===== src/rtl/rx_reasm_pkg.sv =====
package rx_reasm_pkg;

  // payload and footer sizes fixed by the chunk format
  localparam int PAY_BYTES  = 64;
  localparam int FOOT_BYTES = 4;
  localparam int IDX_W      = $clog2(PAY_BYTES);
  localparam int FOOT_W     = 8 * FOOT_BYTES;
  localparam int CNT_FLD_W  = 5;

  // footer bit positions
  localparam int FB_EXT    = 31;
  localparam int FB_HBAD   = 30;
  localparam int FB_SYNC   = 29;
  localparam int FB_RXC_LO = 24;
  localparam int FB_DV     = 21;
  localparam int FB_SV     = 20;
  localparam int FB_SW_LO  = 16;
  localparam int FB_EV     = 14;
  localparam int FB_EB_LO  = 8;
  localparam int FB_CR_LO  = 1;

  typedef struct packed {
    logic             en;
    logic             close;
    logic [IDX_W-1:0] lo;
    logic [IDX_W-1:0] hi;
  } seg_t;

  typedef struct packed {
    logic abort;
    logic bank;
    seg_t s0;
    seg_t s1;
  } job_t;

endpackage


===== src/rtl/chunk_buffer.sv =====
module chunk_buffer #(
  parameter int DEPTH  = 128,
  parameter int DATA_W = 8,
  localparam int ADDR_W = $clog2(DEPTH)
) (
  input  logic              clk,
  input  logic              wr_en,
  input  logic [ADDR_W-1:0] wr_addr,
  input  logic [DATA_W-1:0] wr_data,
  input  logic              rd_en,
  input  logic [ADDR_W-1:0] rd_addr,
  output logic [DATA_W-1:0] rd_data
);

  logic [DATA_W-1:0] mem [DEPTH];

  always_ff @(posedge clk) begin
    if (wr_en) mem[wr_addr] <= wr_data;
  end

  always_ff @(posedge clk) begin
    if (rd_en) rd_data <= mem[rd_addr];
  end

endmodule


===== src/rtl/chunk_capture.sv =====
module chunk_capture
  import rx_reasm_pkg::*;
#(
  parameter int PAY  = PAY_BYTES,
  parameter int FOOT = FOOT_BYTES,
  localparam int CHUNK  = PAY + FOOT,
  localparam int CNT_W  = $clog2(CHUNK),
  localparam int PIDX_W = $clog2(PAY),
  localparam int ADDR_W = PIDX_W + 1,
  localparam int FW     = 8 * FOOT
) (
  input  logic              clk,
  input  logic              rst,
  input  logic              in_valid,
  input  logic [7:0]        in_byte,
  output logic              wr_en,
  output logic [ADDR_W-1:0] wr_addr,
  output logic [7:0]        wr_data,
  output logic              footer_stb,
  output logic [FW-1:0]     footer_word,
  output logic              footer_bank
);

  localparam logic [CNT_W-1:0] PAY_C  = CNT_W'(PAY);
  localparam logic [CNT_W-1:0] LAST_C = CNT_W'(CHUNK - 1);

  logic [CNT_W-1:0]  cnt;
  logic              bank;
  logic [FW-9:0]     shreg;

  assign wr_en   = in_valid && (cnt < PAY_C);
  assign wr_addr = {bank, cnt[PIDX_W-1:0]};
  assign wr_data = in_byte;

  always_ff @(posedge clk) begin
    if (rst) begin
      cnt         <= '0;
      bank        <= 1'b0;
      shreg       <= '0;
      footer_stb  <= 1'b0;
      footer_word <= '0;
      footer_bank <= 1'b0;
    end else begin
      footer_stb <= 1'b0;
      if (in_valid) begin
        if (cnt == LAST_C) begin
          cnt         <= '0;
          footer_word <= {shreg, in_byte};
          footer_bank <= bank;
          footer_stb  <= 1'b1;
          bank        <= ~bank;
        end else begin
          cnt <= cnt + 1'b1;
          if (cnt >= PAY_C) shreg <= {shreg[FW-17:0], in_byte};
        end
      end
    end
  end

endmodule


===== src/rtl/footer_decode.sv =====
module footer_decode
  import rx_reasm_pkg::*;
(
  input  logic                 clk,
  input  logic                 rst,
  input  logic                 footer_stb,
  input  logic [FOOT_W-1:0]    footer_word,
  input  logic                 footer_bank,
  input  logic                 rx_overflow,
  output logic                 job_stb,
  output job_t                 job,
  output logic [CNT_FLD_W-1:0] tx_credits,
  output logic [CNT_FLD_W-1:0] rx_chunks,
  output logic                 status_req,
  output logic                 fatal_err
);

  localparam logic [IDX_W-1:0] TOP_IDX = IDX_W'(PAY_BYTES - 1);

  logic             open_q, disc_q, ovf_pend;
  logic             f_ext, f_hbad, f_sync, f_dv, f_sv, f_ev;
  logic [IDX_W-1:0] f_start, f_end;
  logic             n_open, n_disc, n_fatal, n_stb;
  job_t             n_job;
  logic             unused_ftr;

  assign f_ext   = footer_word[FB_EXT];
  assign f_hbad  = footer_word[FB_HBAD];
  assign f_sync  = footer_word[FB_SYNC];
  assign f_dv    = footer_word[FB_DV];
  assign f_sv    = footer_word[FB_SV];
  assign f_ev    = footer_word[FB_EV];
  assign f_start = {footer_word[FB_SW_LO +: 4], 2'b00};
  assign f_end   = footer_word[FB_EB_LO +: IDX_W];
  assign unused_ftr = ^{footer_word[23:22], footer_word[15], footer_word[7:6],
                        footer_word[0]};

  always_comb begin
    n_job      = '0;
    n_job.bank = footer_bank;
    n_open     = open_q;
    n_disc     = disc_q;
    n_fatal    = fatal_err;
    if (fatal_err) begin
      n_open = 1'b0;
    end else if (f_hbad || !f_sync) begin
      n_fatal     = 1'b1;
      n_job.abort = open_q;
      n_open      = 1'b0;
    end else begin
      if (ovf_pend) begin
        n_job.abort = open_q;
        n_open      = 1'b0;
        n_disc      = 1'b1;
      end
      if (f_dv) begin
        if (f_sv) n_disc = 1'b0;
        if (!n_disc) begin
          if (f_sv && f_ev && (f_start <= f_end)) begin
            if (n_open) n_job.abort = 1'b1;
            n_job.s0 = '{en: 1'b1, close: 1'b1, lo: f_start, hi: f_end};
            n_open   = 1'b0;
          end else if (f_sv && f_ev) begin
            if (n_open) begin
              n_job.s0 = '{en: 1'b1, close: 1'b1, lo: '0, hi: f_end};
              n_job.s1 = '{en: 1'b1, close: 1'b0, lo: f_start, hi: TOP_IDX};
            end else begin
              n_job.s0 = '{en: 1'b1, close: 1'b0, lo: f_start, hi: TOP_IDX};
            end
            n_open = 1'b1;
          end else if (f_sv) begin
            if (n_open) n_job.abort = 1'b1;
            n_job.s0 = '{en: 1'b1, close: 1'b0, lo: f_start, hi: TOP_IDX};
            n_open   = 1'b1;
          end else if (f_ev) begin
            if (n_open) begin
              n_job.s0 = '{en: 1'b1, close: 1'b1, lo: '0, hi: f_end};
              n_open   = 1'b0;
            end
          end else if (n_open) begin
            n_job.s0 = '{en: 1'b1, close: 1'b0, lo: '0, hi: TOP_IDX};
          end
        end
      end
    end
    n_stb = n_job.abort || n_job.s0.en;
  end

  always_ff @(posedge clk) begin
    if (rst) begin
      open_q     <= 1'b0;
      disc_q     <= 1'b0;
      ovf_pend   <= 1'b0;
      fatal_err  <= 1'b0;
      tx_credits <= '0;
      rx_chunks  <= '0;
      status_req <= 1'b0;
      job_stb    <= 1'b0;
      job        <= '0;
    end else begin
      status_req <= 1'b0;
      job_stb    <= 1'b0;
      if (footer_stb) begin
        tx_credits <= footer_word[FB_CR_LO +: CNT_FLD_W];
        rx_chunks  <= footer_word[FB_RXC_LO +: CNT_FLD_W];
        status_req <= f_ext;
        open_q     <= n_open;
        disc_q     <= n_disc;
        fatal_err  <= n_fatal;
        job_stb    <= n_stb;
        job        <= n_job;
        ovf_pend   <= rx_overflow;
      end else if (rx_overflow) begin
        ovf_pend <= 1'b1;
      end
    end
  end

endmodule


===== src/rtl/payload_replay.sv =====
module payload_replay
  import rx_reasm_pkg::*;
(
  input  logic               clk,
  input  logic               rst,
  input  logic               job_stb,
  input  job_t               job,
  output logic               rd_en,
  output logic [IDX_W:0]     rd_addr,
  output logic               out_valid,
  output logic               out_last,
  output logic               out_abort
);

  job_t             cur;
  logic [IDX_W-1:0] idx;
  logic             em_valid, em_last, em_abort;
  logic [IDX_W-1:0] cur_hi;
  logic             cur_close;

  always_comb begin
    cur_hi    = cur.s0.en ? cur.s0.hi : cur.s1.hi;
    cur_close = cur.s0.en ? cur.s0.close : cur.s1.close;
    em_abort  = cur.abort;
    em_valid  = !cur.abort && (cur.s0.en || cur.s1.en);
    em_last   = em_valid && cur_close && (idx == cur_hi);
  end

  assign rd_en   = em_valid;
  assign rd_addr = {cur.bank, idx};

  always_ff @(posedge clk) begin
    if (rst) begin
      cur       <= '0;
      idx       <= '0;
      out_valid <= 1'b0;
      out_last  <= 1'b0;
      out_abort <= 1'b0;
    end else begin
      out_valid <= em_valid;
      out_last  <= em_last;
      out_abort <= em_abort;
      if (job_stb) begin
        cur <= job;
        idx <= job.s0.lo;
      end else if (cur.abort) begin
        cur.abort <= 1'b0;
      end else if (cur.s0.en) begin
        if (idx == cur.s0.hi) begin
          cur.s0.en <= 1'b0;
          idx       <= cur.s1.lo;
        end else begin
          idx <= idx + 1'b1;
        end
      end else if (cur.s1.en) begin
        if (idx == cur.s1.hi) cur.s1.en <= 1'b0;
        else                  idx <= idx + 1'b1;
      end
    end
  end

endmodule


===== src/rtl/rx_chunk_reasm.sv =====
module rx_chunk_reasm
  import rx_reasm_pkg::*;
(
  input  logic                 clk,
  input  logic                 rst,
  input  logic                 in_valid,
  input  logic [7:0]           in_byte,
  input  logic                 rx_overflow,
  output logic                 out_valid,
  output logic [7:0]           out_data,
  output logic                 out_last,
  output logic                 out_abort,
  output logic [CNT_FLD_W-1:0] tx_credits,
  output logic [CNT_FLD_W-1:0] rx_chunks,
  output logic                 status_req,
  output logic                 fatal_err
);

  localparam int BUF_DEPTH = 2 * PAY_BYTES;
  localparam int ADDR_W    = IDX_W + 1;

  logic              wr_en, rd_en;
  logic [ADDR_W-1:0] wr_addr, rd_addr;
  logic [7:0]        wr_data;
  logic              footer_stb, footer_bank;
  logic [FOOT_W-1:0] footer_word;
  logic              job_stb;
  job_t              job;

  chunk_capture #(.PAY(PAY_BYTES), .FOOT(FOOT_BYTES)) u_capture (
    .clk, .rst, .in_valid, .in_byte,
    .wr_en, .wr_addr, .wr_data,
    .footer_stb, .footer_word, .footer_bank
  );

  chunk_buffer #(.DEPTH(BUF_DEPTH), .DATA_W(8)) u_buffer (
    .clk, .wr_en, .wr_addr, .wr_data,
    .rd_en, .rd_addr, .rd_data(out_data)
  );

  footer_decode u_decode (
    .clk, .rst, .footer_stb, .footer_word, .footer_bank, .rx_overflow,
    .job_stb, .job, .tx_credits, .rx_chunks, .status_req, .fatal_err
  );

  payload_replay u_replay (
    .clk, .rst, .job_stb, .job,
    .rd_en, .rd_addr, .out_valid, .out_last, .out_abort
  );

endmodule


===== config.mk =====
export PLATFORM = sky130hd
export DESIGN_NAME = rx_chunk_reasm
export DESIGN_NICKNAME = d
export VERILOG_FILES = /design/src/rtl/rx_reasm_pkg.sv /design/src/rtl/chunk_buffer.sv /design/src/rtl/chunk_capture.sv /design/src/rtl/footer_decode.sv /design/src/rtl/payload_replay.sv /design/src/rtl/rx_chunk_reasm.sv
export SDC_FILE = /design/constraint.sdc
export NUM_CORES = 1
export LEC_CHECK = 0
export BUFFER_PORTS_ARGS = -buffer_cell sky130_fd_sc_hd__buf_2
export CAP_MARGIN = 20
export CORE_MARGIN = 4
export CORE_UTILIZATION = 65
export CTS_BUF_LIST = sky130_fd_sc_hd__clkbuf_2 sky130_fd_sc_hd__clkbuf_4 sky130_fd_sc_hd__clkbuf_8
export DETAILED_ROUTE_END_ITERATION = 10
export PLACE_DENSITY = 0.81
export SYNTH_ARGS = -nofsm -noshare
export SYNTH_HDL_FRONTEND = slang
export SYNTH_SLANG_ARGS = --single-unit

===== constraint.sdc =====
create_clock -name clk -period 5.95 [get_ports clk]
set_clock_uncertainty 0.1 [all_clocks]
set_input_delay 0.2975 -clock clk [delete_from_list [all_inputs] [get_ports clk]]
set_output_delay 0.2975 -clock clk [all_outputs]
set_load 0.005 [all_outputs]

==> impl_metrics.py <==
metrics = {
    "outcome": {
        "outcome": "completed",
    },
    "logic_synthesis": {
        "synth_area_um2": 44900,
        "syn_nets": 2488,
        "synth_ff_type": "edfxtp_1",
        "netlist_top_cells_area": "edfxtp_1 69%, mux4_2 10%, dfxtp_1 5.3%",
        "synth_warnings": 0,
        "yosys.cell_count.top_type": "edfxtp_1",
        "synth_enable_flop_cells": 1032,
        "synthTopCellsByCount": "1032 x edfxtp_1, 201 x mux4_2, 177 x nor2_1, 158 x nand2_1, 120 x dfxtp_1",
        "async_flop_share_pct": 0,
        "ys_ff_latch": 1152,
        "synth_cell_types": 66,
        "synth_top_cell_by_area": "edfxtp_1",
        "synthCells": 2469,
        "syn_avg_cell_area_um2": 18.2,
        "synth_top_area_share_pct": 69.0,
        "yosysSeqAreaShare_pct": 74.4,
    },
    "critical_path": {
        "end_kind": "flip-flop",
        "r2r-end": "u_buffer.rd_data[0]",
        "critPathLaunchType": "flip-flop",
        "criticalPathCategory": "flip-flop to flip-flop",
        "critPathArrivalTime_ns": 4.44,
        "r2r_cells": 6,
        "r2r_setup_slack_ns": 2.12,
        "crit_fanout": 53,
        "r2r-start": "u_replay.idx[1]",
        "required_ns": 6.56,
    },
    "global_routing": {
        "antenna_found_initial": 5,
        "first_global_vias": 24740,
        "grt_pass1_wl_um": 158000,
        "grt_max_degree": 121,
        "grtUsageTotal_pct": 29.2,
        "overflow": 0,
    },
    "routing": {
        "wirelength_um": 106000,
        "ant_nets": 0,
        "wire_per_inst_um": 29.0,
        "dr.pass1.iters": 6,
        "vias": 24753,
        "drt_iter0_drc": 3747,
        "drc_errors": 0,
        "vias_per_cell": 6.79,
    },
    "cells_and_area": {
        "syn2layout_area_growth_pct": 9.71,
        "nets": 2593,
        "drive_gt1_share_pct": 22.1,
        "fin_area_um2": 49300,
    },
    "floorplanning": {
        "die_w_um": 271,
        "row_count": 96,
        "initial_utilization_pct": 65.5,
        "fp.dieH_um": 271,
        "dieArea_um2": 73400,
        "core_area_um2": 68600,
        "io_pins": 35,
    },
    "sta": {
        "finalSetupViolCount": 0,
        "hold_ws_ns": 0.126,
        "worst_pin_slew_ns": 1.24,
        "setup-tns-final_ns": 0,
        "rsz0062_at_grt": "false",
        "relSlewSlack_pct": 17.2,
        "maxSlewViolCount": 0,
        "hold_viol": 0,
        "period_share_pct": 64.4,
        "fmax_mhz": 261,
        "fin_crit_ns": 3.83,
    },
    "clocking": {
        "cts_resized": 0,
        "clock-root-buffer": "clkbuf_8",
        "cts.clk_slew.worst_paths_ns": 0.06,
        "cts_tree": "built",
        "clk_latency_ns": 0.84,
        "holdBufCountCts": 11,
        "post_cts_buffers": 0,
        "cts_buffer_depth": 3,
        "cts_buffers": 171,
        "h-tree-depth": 4,
        "cts.sinks": 1152,
    },
    "power_and_ir_drop": {
        "vdd_drop_max_mv": 0.313,
        "finalPower_mw": 15.2,
        "p_per_area_nw_per_um2": 309,
        "leakagePower_nw": 15.1,
    },
    "place": {
        "place_congestion": 0.856,
        "port_buffers": 34,
        "placed_cell_area_um2": 45800,
        "hpwl_um": 63100,
    },
    "worst_hold_path": {
        "hold_start": "rx_overflow",
        "whs_path_depth": 4,
        "holdPathEnd": "u_decode.ovf_pend",
        "holdCritPathClass": "input pin to flip-flop",
    },
    "job": {
        "drv_cap": 0,
    },
}
==> worst max-delay path: stages, from the launching register on <==
cell	delay, ns
dfxtp_4	0.88
buf_4	0.52
or3b_2	0.62
o221ai_1	0.52
a211oi_1	0.21
a211oi_1	0.54
a211o_1	0.18
==> how the worst max path moves through the flow <==
stage | start | end | slack, ns | cells after the start
4_1_cts | u_replay.idx[1] | u_buffer.rd_data[0] | 2.21 | 6
5_1_grt | u_replay.idx[1] | u_buffer.rd_data[0] | 2.09 | 6
3_3_place_gp | u_replay.idx[1] | u_buffer.rd_data[0] | 2.36 | 6
2_1_floorplan | u_capture.cnt[4] | u_buffer.mem[80][0] | 3.50 | 4
3_5_place_dp | u_replay.idx[1] | u_buffer.rd_data[0] | 2.26 | 6
6_report | u_replay.idx[1] | u_buffer.rd_data[0] | 2.12 | 6
==> area by class of cell <==
cell class	instances	area, µm²
flip-flops and latches	1152	33400
multi-input cells	1139	10600
clock inverters	74	408
inverters	21	78.8
clock buffers	236	2900
diodes	2	5.00
repair buffers	89	728
fillers	3898	19300
well taps	931	1160
==> registers in the layout, indices dropped and copies added (netlist names), 5 cells and up <==
signal and flops:
u_decode.tx_credits 5, u_replay.cur 14, u_capture.footer_word 26, u_replay.idx 6, u_decode.job 19, u_decode.rx_chunks 5, u_capture.cnt 7, u_buffer.mem 1024
u_buffer.rd_data 8, u_capture.shreg 24
==> power breakdown <==
part	total (mW)	switching, mW	internal, mW
clock	6.17	2.96	3.21
combinational	0.216	0.181	0.0345
sequential	8.82	0.00846	8.82
==> cell usage in the layout (no fill, tap or decap), types with 7 or more instances in the layout <==
master | Yosys | final
nor2_1 | 177 | 176
a21oi_1 | 87 | 87
dlygate4sd3_1 | 0 | 11
o211ai_1 | 7 | 7
edfxtp_1 | 1032 | 1032
a221oi_1 | 19 | 19
nor3_1 | 10 | 9
buf_2 | 38 | 25
dfxtp_1 | 120 | 117
o221ai_1 | 36 | 36
clkinv_1 | 0 | 39
nand4_1 | 11 | 11
buf_4 | 12 | 46
nor2b_1 | 12 | 10
mux2_4 | 7 | 7
nand2_1 | 158 | 158
clkbuf_4 | 0 | 56
a31oi_1 | 13 | 13
xor2_1 | 11 | 11
a22o_1 | 32 | 32
ha_1 | 7 | 7
inv_1 | 21 | 21
a211oi_1 | 26 | 26
nand3_1 | 32 | 32
a211o_1 | 24 | 24
mux2_2 | 20 | 20
clkbuf_8 | 0 | 180
clkinv_2 | 0 | 21
mux2i_1 | 110 | 110
a22oi_1 | 40 | 40
nand2b_1 | 8 | 8
mux4_2 | 201 | 201
==> per-layer routing <==
metal	global-route usage (%)	vias to the layer above	wire length (µm)	part of all wire, %
met5	0	-	26	0.025
met4	12.8	4	4980	4.7
met3	8.07	305	12600	12
met2	44.4	1762	49200	47
met1	40.6	12506	38700	37
li1	-	10176	-	-
==> kinds of logic (layout without fill, tap and decap cells) <==
group / after synthesis / in the layout / share of synthesized area [%]
other: 0 / 2 / 0
AND/OR/NAND/NOR: 455 / 455 / 4.48
adder cells (fa/ha/maj): 7 / 7 / 0.195
buffers and inverters: 178 / 420 / 2.14
AO/OA/AOI/OAI: 322 / 322 / 5.22
multiplexers: 339 / 339 / 13.3
XOR/XNOR: 16 / 16 / 0.312
flip-flops: 1152 / 1152 / 74.4
==> through the flow <==
stage          setup slack [ns]  util [%]  std cells
2_1_floorplan              3.50         -       2469
3_3_place_gp               2.36      66.8       3320
3_5_place_dp               2.26      66.8       3320
4_1_cts                    2.21      71.8       3641
5_1_grt                    2.09      71.8       3643
6_report                   2.12      71.8       3644
(Power assumes the default switching activity.)
